`src/rtl/spi_fr_pkg.sv`:
```
package spi_fr_pkg;

  typedef enum logic [2:0] {
    ST_IDLE,
    ST_HDR,
    ST_DATA,
    ST_RESP,
    ST_OPEN,
    ST_GAP
  } frState_t;

  // strobes from the sequencer to the shifting datapath
  typedef struct packed {
    logic loadCmd;   // open chip-select, load command/address/dummy
    logic loadData;  // arm eight data bits, release data-out
    logic step;      // advance one half of a serial clock period
    logic closeCs;   // raise chip-select
    logic takeAddr;  // capture the request address
    logic bumpAddr;  // advance the expected next address
  } frStrobes_t;

endpackage

```
`src/rtl/spi_fr_datapath.sv`:
```
module spi_fr_datapath
  import spi_fr_pkg::*;
#(
  parameter int ADDR_W     = 24,
  parameter int DATA_W     = 8,
  parameter int DUMMY_BITS = 8,
  parameter logic [7:0] CMD_BYTE = 8'h0B
) (
  input  logic              clk,
  input  logic              rstN,
  input  frStrobes_t        strb,
  input  logic [ADDR_W-1:0] reqAddr,
  input  logic              spiMiso,
  output logic              spiCsN,
  output logic              spiClk,
  output logic              spiMosi,
  output logic              spiMosiOe,
  output logic [DATA_W-1:0] rspData,
  output logic              bitDone,
  output logic              seqMatch
);

  localparam int HDR_W = 8 + ADDR_W + DUMMY_BITS;
  localparam int CNT_W = $clog2(HDR_W + 1);

  logic [HDR_W-1:0]  shiftOut;
  logic [DATA_W-1:0] shiftIn;
  logic [CNT_W-1:0]  bitCnt;
  logic [ADDR_W-1:0] nextAddr;
  logic [ADDR_W-1:0] addrSel;
  logic              csReg;
  logic              sclkReg;
  logic              oeReg;

  assign addrSel = strb.takeAddr ? reqAddr : nextAddr;

  always_ff @(posedge clk or negedge rstN) begin
    if (!rstN) begin
      nextAddr <= '0;
    end else if (strb.takeAddr) begin
      nextAddr <= reqAddr;
    end else if (strb.bumpAddr) begin
      nextAddr <= nextAddr + 1'b1;
    end
  end

  always_ff @(posedge clk or negedge rstN) begin
    if (!rstN) begin
      csReg    <= 1'b1;
      sclkReg  <= 1'b0;
      oeReg    <= 1'b0;
      shiftOut <= '0;
      shiftIn  <= '0;
      bitCnt   <= '0;
    end else begin
      if (strb.loadCmd) begin
        csReg    <= 1'b0;
        sclkReg  <= 1'b0;
        oeReg    <= 1'b1;
        shiftOut <= {CMD_BYTE, addrSel, {DUMMY_BITS{1'b0}}};
        bitCnt   <= CNT_W'(HDR_W);
      end else if (strb.loadData) begin
        oeReg  <= 1'b0;
        bitCnt <= CNT_W'(DATA_W);
      end else if (strb.step) begin
        if (!sclkReg) begin
          sclkReg <= 1'b1;
          shiftIn <= {shiftIn[DATA_W-2:0], spiMiso};
        end else begin
          sclkReg  <= 1'b0;
          shiftOut <= {shiftOut[HDR_W-2:0], 1'b0};
          bitCnt   <= bitCnt - 1'b1;
        end
      end
      if (strb.closeCs) begin
        csReg   <= 1'b1;
        sclkReg <= 1'b0;
        oeReg   <= 1'b0;
      end
    end
  end

  assign spiCsN    = csReg;
  assign spiClk    = sclkReg;
  assign spiMosi   = shiftOut[HDR_W-1];
  assign spiMosiOe = oeReg;
  assign rspData   = shiftIn;
  assign bitDone   = (bitCnt == '0);
  assign seqMatch  = (reqAddr == nextAddr);

endmodule

```
`src/rtl/spi_fr_control.sv`:
```
module spi_fr_control
  import spi_fr_pkg::*;
#(
  parameter int GAP_CYCLES = 2
) (
  input  logic       clk,
  input  logic       rstN,
  input  logic       disableIn,
  input  logic       reqValid,
  input  logic       bitDone,
  input  logic       seqMatch,
  output frStrobes_t strb,
  output logic       reqReady,
  output logic       rspValid
);

  localparam int GAP_W = $clog2(GAP_CYCLES + 1);

  frState_t   state, stateNext;
  logic       pending, pendingNext;
  logic [GAP_W-1:0] gapCnt;

  always_ff @(posedge clk or negedge rstN) begin
    if (!rstN) begin
      state   <= ST_IDLE;
      pending <= 1'b0;
      gapCnt  <= '0;
    end else begin
      state   <= stateNext;
      pending <= pendingNext;
      if (strb.closeCs) begin
        gapCnt <= GAP_W'(GAP_CYCLES - 1);
      end else if (state == ST_GAP && gapCnt != '0) begin
        gapCnt <= gapCnt - 1'b1;
      end
    end
  end

  always_comb begin
    stateNext   = state;
    pendingNext = pending;
    strb        = '0;
    reqReady    = 1'b0;
    rspValid    = 1'b0;
    unique case (state)
      ST_IDLE: begin
        reqReady = !disableIn;
        if (reqValid && !disableIn) begin
          strb.takeAddr = 1'b1;
          strb.loadCmd  = 1'b1;
          stateNext     = ST_HDR;
        end
      end
      ST_HDR: begin
        if (bitDone) begin
          strb.loadData = 1'b1;
          stateNext     = ST_DATA;
        end else begin
          strb.step = 1'b1;
        end
      end
      ST_DATA: begin
        if (bitDone) begin
          stateNext = ST_RESP;
        end else begin
          strb.step = 1'b1;
        end
      end
      ST_RESP: begin
        rspValid      = 1'b1;
        strb.bumpAddr = 1'b1;
        stateNext     = ST_OPEN;
      end
      ST_OPEN: begin
        if (disableIn) begin
          strb.closeCs = 1'b1;
          pendingNext  = 1'b0;
          stateNext    = ST_GAP;
        end else begin
          reqReady = 1'b1;
          if (reqValid) begin
            strb.takeAddr = 1'b1;
            if (seqMatch) begin
              strb.loadData = 1'b1;
              stateNext     = ST_DATA;
            end else begin
              strb.closeCs = 1'b1;
              pendingNext  = 1'b1;
              stateNext    = ST_GAP;
            end
          end
        end
      end
      ST_GAP: begin
        if (gapCnt == '0) begin
          pendingNext = 1'b0;
          if (pending) begin
            strb.loadCmd = 1'b1;
            stateNext    = ST_HDR;
          end else begin
            stateNext = ST_IDLE;
          end
        end
      end
      default: stateNext = ST_IDLE;
    endcase
  end

endmodule

```
`src/rtl/spi_fastread_ctrl.sv`:
```
module spi_fastread_ctrl
  import spi_fr_pkg::*;
#(
  parameter int ADDR_W     = 24,
  parameter int DATA_W     = 8,
  parameter int DUMMY_BITS = 8,
  parameter int GAP_CYCLES = 2
) (
  input  logic              clk,
  input  logic              rstN,
  input  logic              disableIn,
  input  logic              reqValid,
  output logic              reqReady,
  input  logic [ADDR_W-1:0] reqAddr,
  output logic              rspValid,
  output logic [DATA_W-1:0] rspData,
  output logic              spiCsN,
  output logic              spiClk,
  output logic              spiMosi,
  output logic              spiMosiOe,
  input  logic              spiMiso
);

  frStrobes_t strb;
  logic       bitDone;
  logic       seqMatch;

  spi_fr_control #(
    .GAP_CYCLES(GAP_CYCLES)
  ) uCtrl (
    .clk       (clk),
    .rstN      (rstN),
    .disableIn (disableIn),
    .reqValid  (reqValid),
    .bitDone   (bitDone),
    .seqMatch  (seqMatch),
    .strb      (strb),
    .reqReady  (reqReady),
    .rspValid  (rspValid)
  );

  spi_fr_datapath #(
    .ADDR_W    (ADDR_W),
    .DATA_W    (DATA_W),
    .DUMMY_BITS(DUMMY_BITS),
    .CMD_BYTE  (8'h0B)
  ) uPath (
    .clk       (clk),
    .rstN      (rstN),
    .strb      (strb),
    .reqAddr   (reqAddr),
    .spiMiso   (spiMiso),
    .spiCsN    (spiCsN),
    .spiClk    (spiClk),
    .spiMosi   (spiMosi),
    .spiMosiOe (spiMosiOe),
    .rspData   (rspData),
    .bitDone   (bitDone),
    .seqMatch  (seqMatch)
  );

endmodule

```
`config.mk`:
```
export PLATFORM = sky130hd
export DESIGN_NAME = spi_fastread_ctrl
export DESIGN_NICKNAME = d
export VERILOG_FILES = /design/src/rtl/spi_fr_pkg.sv /design/src/rtl/spi_fr_datapath.sv /design/src/rtl/spi_fr_control.sv /design/src/rtl/spi_fastread_ctrl.sv
export SDC_FILE = /design/constraint.sdc
export NUM_CORES = 1
export LEC_CHECK = 0
export BUFFER_PORTS_ARGS = -buffer_cell sky130_fd_sc_hd__buf_2
export CORE_MARGIN = 4
export CORE_UTILIZATION = 60
export CTS_CLUSTER_SIZE = 8
export DETAILED_ROUTE_END_ITERATION = 16
export PLACE_DENSITY = 0.78
export SKIP_CTS_REPAIR_TIMING = 1
export SKIP_LAST_GASP = 1
export SLEW_MARGIN = 20
export SYNTH_ARGS = -nofsm -noshare
export SYNTH_HDL_FRONTEND = slang
export SYNTH_SLANG_ARGS = --single-unit
```
`constraint.sdc`:
```
create_clock -name clk -period 2.1 [get_ports clk]
set_input_delay 0.315 -clock clk [delete_from_list [all_inputs] [get_ports clk]]
set_output_delay 0.315 -clock clk [all_outputs]
set_load 0.01 [all_outputs]
```
Yosys cells after proc, flatten, opt, wreduce, memory -nomap -nowiden
Cells that the tools add are included.
Widths: inputs -> output; s select.
{ "classes": {"bitwise": 3, "mux": 57, "n_reduce_logical": 24, "eq_ne": 14, "add_sub_neg": 3} }
{ "ops": {"columns": ["operator", "n"], "rows": [
  ["$mux 40", 4],
  ["$mux 24", 3],
  ["$mux 1", 30],
  ["$add 24x1->24 const B", 1],
  ["$eq 24x24->1", 1],
  ["$mux 6", 4],
  ["$mux 3", 7],
  ["$pmux 3 s6", 1],
  ["$reduce_bool 2->1", 7],
  ["$reduce_bool 3->1", 4],
  ["$pmux 1 s2", 5],
  ["$reduce_and 4->1", 2],
  ["$eq 3x2->1 const B", 2],
  ["$eq 3x3->1 const B", 2],
  ["$logic_not 6->1", 1],
  ["$mux 2", 3],
  ["$ne 2x2->1 const B", 3],
  ["$ne 3x3->1 const B", 2],
  ["$sub 6x1->6 const B", 1],
  ["$reduce_and 5->1", 1],
  ["$ne 2x1->1 const B", 2],
  ["$reduce_and 2->1", 2],
  ["$eq 3x1->1 const B", 1],
  ["$logic_not 3->1", 1],
  ["8 further kinds", 11]
]} }
{ "totals": {"ff_bits": 87, "wordCells": 111, "out_inout_bits": 14, "input_bits": 29} }

Longest topological paths before layout
{ "depth": {"ltp_word": 8, "depth_mapped": 8, "ltp_nobuf": 7} }

Cells and area by module
A second synthesis with hierarchy kept.
{ "hier_totals": {"hier_cells": 505, "hier_area_um2": 4555.6} }
{ "modules_own_cells": {"columns": ["mod", "seq_area_each_um2", "n_inst", "area_each_um2", "cells_each"], "rows": [
  ["spi_fr_datapath", 1828.0, 1, 4075.2, 449],
  ["spi_fr_control", 150.1, 1, 480.5, 56]
]} }

Worst setup path before layout
OpenSTA, ideal clock, no wires.
{ "synth_path": {"path_type": "register to register", "start": "register uCtrl.state[0]", "end": "register uPath.nextAddr[12]", "path_buffers": 3, "synth_period_minus_slack_ns": 1.894, "path_slack_ns": 0.206, "path_stages_with_launch": 7, "required_time_ns": 1.974, "t_arrival_ns": 1.768, "setup_ns": 0.126, "path_cell_list": "dfrtp_1 buf_6 or4b_1 buf_6 clkbuf_1 and2_1 o32a_1"} }
{ "synth_via": {"elab_chain_cells": 3, "word_cells_on_any_way": 7, "classes_between": "2 x eq/ne; 3 x mux; 2 x reduce/logical"} }
{ "synth_lines": {"columns": ["item", "line_no", "source"], "rows": [
  ["start, declared", "spi_fr_control.sv:19", "frState_t state, stateNext;"],
  ["start signal, assigned", "spi_fr_control.sv:29", "state <= stateNext;"],
  ["$eq 3x3->1, or another cell as far along", "spi_fr_control.sv:45", "unique case (state)"],
  ["$pmux 1 s2 / $mux 1 (equally long branches)", "spi_fr_control.sv:45", null],
  ["$mux 24 / $reduce_bool 2->1 (equally long branches)", null, null],
  ["end signal, assigned", "spi_fr_datapath.sv:41", "nextAddr <= reqAddr;"],
  ["end signal, assigned", "spi_fr_datapath.sv:43", "nextAddr <= nextAddr + 1'b1;"],
  ["end, declared", "spi_fr_datapath.sv:29", "logic [ADDR_W-1:0] nextAddr;"]
]} }
Several ways; a longest one is shown, not always the timed one.
A chain may end at the register's enable or synchronous reset.

Worst setup path after layout
{ "layout_path": {"start": "register uPath.bitCnt[2]", "end": "register uCtrl.state[0]"} }
{ "layout_via": {"elab_chain_cells": 3, "word_cells_on_any_way": 4, "classes_between": "2 x eq/ne; 2 x reduce/logical"} }
{ "layout_lines": {"columns": ["item", "line_no", "source"], "rows": [
  ["start, declared", "spi_fr_datapath.sv:28", "logic [CNT_W-1:0] bitCnt;"],
  ["start signal, assigned", "spi_fr_datapath.sv:61", "bitCnt <= CNT_W'(HDR_W);"],
  ["start signal, assigned", "spi_fr_datapath.sv:64", "bitCnt <= CNT_W'(DATA_W);"],
  ["start signal, assigned", "spi_fr_datapath.sv:72", "bitCnt <= bitCnt - 1'b1;"],
  ["$logic_not 6->1 *", "spi_fr_datapath.sv:88", "assign bitDone = (bitCnt == '0);"],
  ["$ne 2x2->1 (no line)", null, null],
  ["$reduce_and 5->1 (no line) *", null, null]
]} }
Every way passes the cells marked *; elsewhere a longest branch is shown, timed or not.

==> out/metrics.cfg <==
[critical_path]
cp_cell_sequence=or3_1 > o211ai_1 > o21ai_1 > mux2i_1 > a31oi_1
r2r-end=uCtrl.state[0]
rrSetupSlack_ns=0.06
cp_slowest_cell=o211ai_1
required_ns=2.37
path_class=register to register
ff2ff_path_depth=5
path_max_fanout=5
slowest_delay_ns=0.46
worst_setup_path_start_kind=register
setup.worst_path.end_class=register
r2r_start=uPath.bitCnt[2]
crit_arrival_ns=2.31

[yosys]
yosysTopAreaCell=dfrtp_1
ys_seq_area_share_pct=41.4
synth.most_common_cell=nand2_1
yosys_most_used_dff=dfrtp_1
synth_area_sq_um=4780
synth_top_area_share_pct=40.8
synth_common_cells=112 x nand2_1, 78 x dfrtp_1, 32 x xor2_1, 30 x nor2_1, 26 x a31oi_1
postSynthNetCount=569
ys_ff_latch=79
syn-mean-instance-area_sq_um=8.91
synth_edf_count=0
ys_warn_count=0
ys_types=70
async_flop_share_pct=100
synth_cells=536
synth.area.top_cells=dfrtp_1 41%, nand2_1 8.8%, xor2_1 5.9%

[cts]
clk_latency_ns=0.35
cts_buffer_depth=2
cts_tree=built
cts.sinks=79
cts_buffers=9
clk_pin_slew_ns=0.08
cts-root-buf=clkbuf_8
htree_levels=3

[global_routing]
grt_max_degree=46
grt_pass1_vias=4158
grt_pass1_wl_um=20100
groute.usage.overall_pct=26.4
grt-ovfl-total=0
grt_antenna_before_repair=0

[drt]
vias_per_cell=6.02
antenna_left=0
drc=0
route.vias.total=4175
post_drt_wl_per_cell_um=17.2
first_pass_iters=5
drt_iter0_markers=298
wirelength_um=11900

[sta]
slew_headroom_pct=59.4
fin_crit_sh_pct=97.0
fin_skew_ns=0.00618
hold_ws_ns=-0.0291
timing.fmax_mhz=491
hold_viol_final=42
grt_setup_unrepaired=true
setup_viol=0
worst_slew_pin_slew_ns=0.609
fin_crit_ns=2.04
slew_viol_final=0

[placement]
dp_hpwl_um=8670
placed_cell_area_sq_um=5190
gp_congestion=0.931
port-buffer-count=42

[status]
violations=hold timing
status=finished with violations

[min_path]
hp-class=primary input to asynchronous set/reset pin

[layout]
fin_area_sq_um=5460
drive_above_1_share_pct=20.5
final_nets=619
layout-area-overhead-vs-synth_pct=14.2
diodes=0
fin_util_pct=70.6

[pwr]
p_per_area_nw_per_um2=1380
max-vdd-ir-drop_uv=585
p_leak_nw=2.40

[floorplanning]
ios=43
die_w_um=97.2
fp.dieArea_sq_um=9460
start_util_pct=61.8
rows=32
core_sq_um=7730
chipHeight_um=97.2

[run]
max-cap-violations=0

layer usage:
| metal | vias to the layer above | global-route usage (%) | part of all wire [%] |
|---|---|---|---|
| li1 | 1999 | - | - |
| met1 | 1965 | 36.3 | 43 |
| met2 | 182 | 41.3 | 48 |
| met3 | 29 | 4.45 | 7.3 |
| met4 | 0 | 11.3 | 2.5 |
| met5 | - | 0 | 0 |
stage by stage:
step | cells | setup slack, ns | total power, W | TNS [ns]
2_1_floorplan | 536 | 0.206 | 0.00512 | 0
3_3_place_gp | 676 | 0.0740 | 0.00601 | 0
4_1_cts | 692 | -0.0917 | 0.00748 | -0.738
3_5_place_dp | 676 | 0.0314 | 0.00617 | 0
6_report | 693 | 0.0637 | 0.00751 | 0
5_1_grt | 693 | -0.0488 | 0.00810 | -0.105
layout make-up:
class                   instances  area (sq um)
multi-input cells             405          2530
fillers                       579          2270
flip-flops and latches         79          1980
repair buffers                 76           534
clock buffers                  11           141
well taps                     102           128
clock inverters                 5          81.3
inverters                      15          56.3
worst max-delay path: cells and delay by family, from the launching register on:
kind,cells,cell delay (ns)
AO/OA/AOI/OAI,3,0.90
AND/OR/NAND/NOR,1,0.44
flip-flops,1,0.43
multiplexers,1,0.19
placed cells by master, fill, tap and decap left out, types with 10 or more instances in the layout:
master    netlist  layout
buf_2           5      41
a31oi_1        26      25
and3_1         16      16
dfrtp_1        78      76
clkbuf_8        1      10
a21oi_1        13      13
xor2_1         32      32
a211oi_1       12      12
nor2_1         30      30
o21ai_0        14      13
buf_4           1      29
nor3_1         19      19
nand3_1        16      16
nand2_1       112     112
inv_1          13      13
power breakdown:
group / total, W / switching (W) / internal, W
combinational: 0.00340 / 0.00191 / 0.00149
clock: 0.00128 / 0.000577 / 0.000703
sequential: 0.00283 / 0.000611 / 0.00222
worst max-delay path by stage:
| stage | from | slack, ns | depth (start not counted) | end |
|---|---|---|---|---|
| after floorplan | uCtrl.state[0] | 0.21 | 6 | uPath.nextAddr[12] |
| after global placement | uPath.nextAddr[5] | 0.07 | 6 | uPath.bitCnt[1] |
| after detailed placement | uPath.nextAddr[5] | 0.03 | 6 | uPath.bitCnt[1] |
| after CTS | uPath.nextAddr[5] | -0.09 | 6 | uPath.bitCnt[1] |
| after global routing | uPath.bitCnt[2] | -0.05 | 5 | uCtrl.pending |
| final | uPath.bitCnt[2] | 0.06 | 5 | uCtrl.state[0] |
cell families after synthesis:
logic type	synth area share, %
compound gates	13.6
xor+xnor	7.52
fa+ha+maj	1.05
buf+inv	6.07
flops	41.4
mux	3.82
simple gates	26.5
registers in the layout, indices dropped and copies added, names as in the netlist:
signal and flops:
uPath.spiMosiOe 1, uPath.nextAddr 24, uPath.shiftOut 32, uCtrl.gapCnt 2, uPath.spiCsN 1, uCtrl.state 3, uPath.bitCnt 6, uCtrl.pending 1
uPath.rspData 8, uPath.spiClk 1
Note: power is estimated with default switching activity, not from simulation.
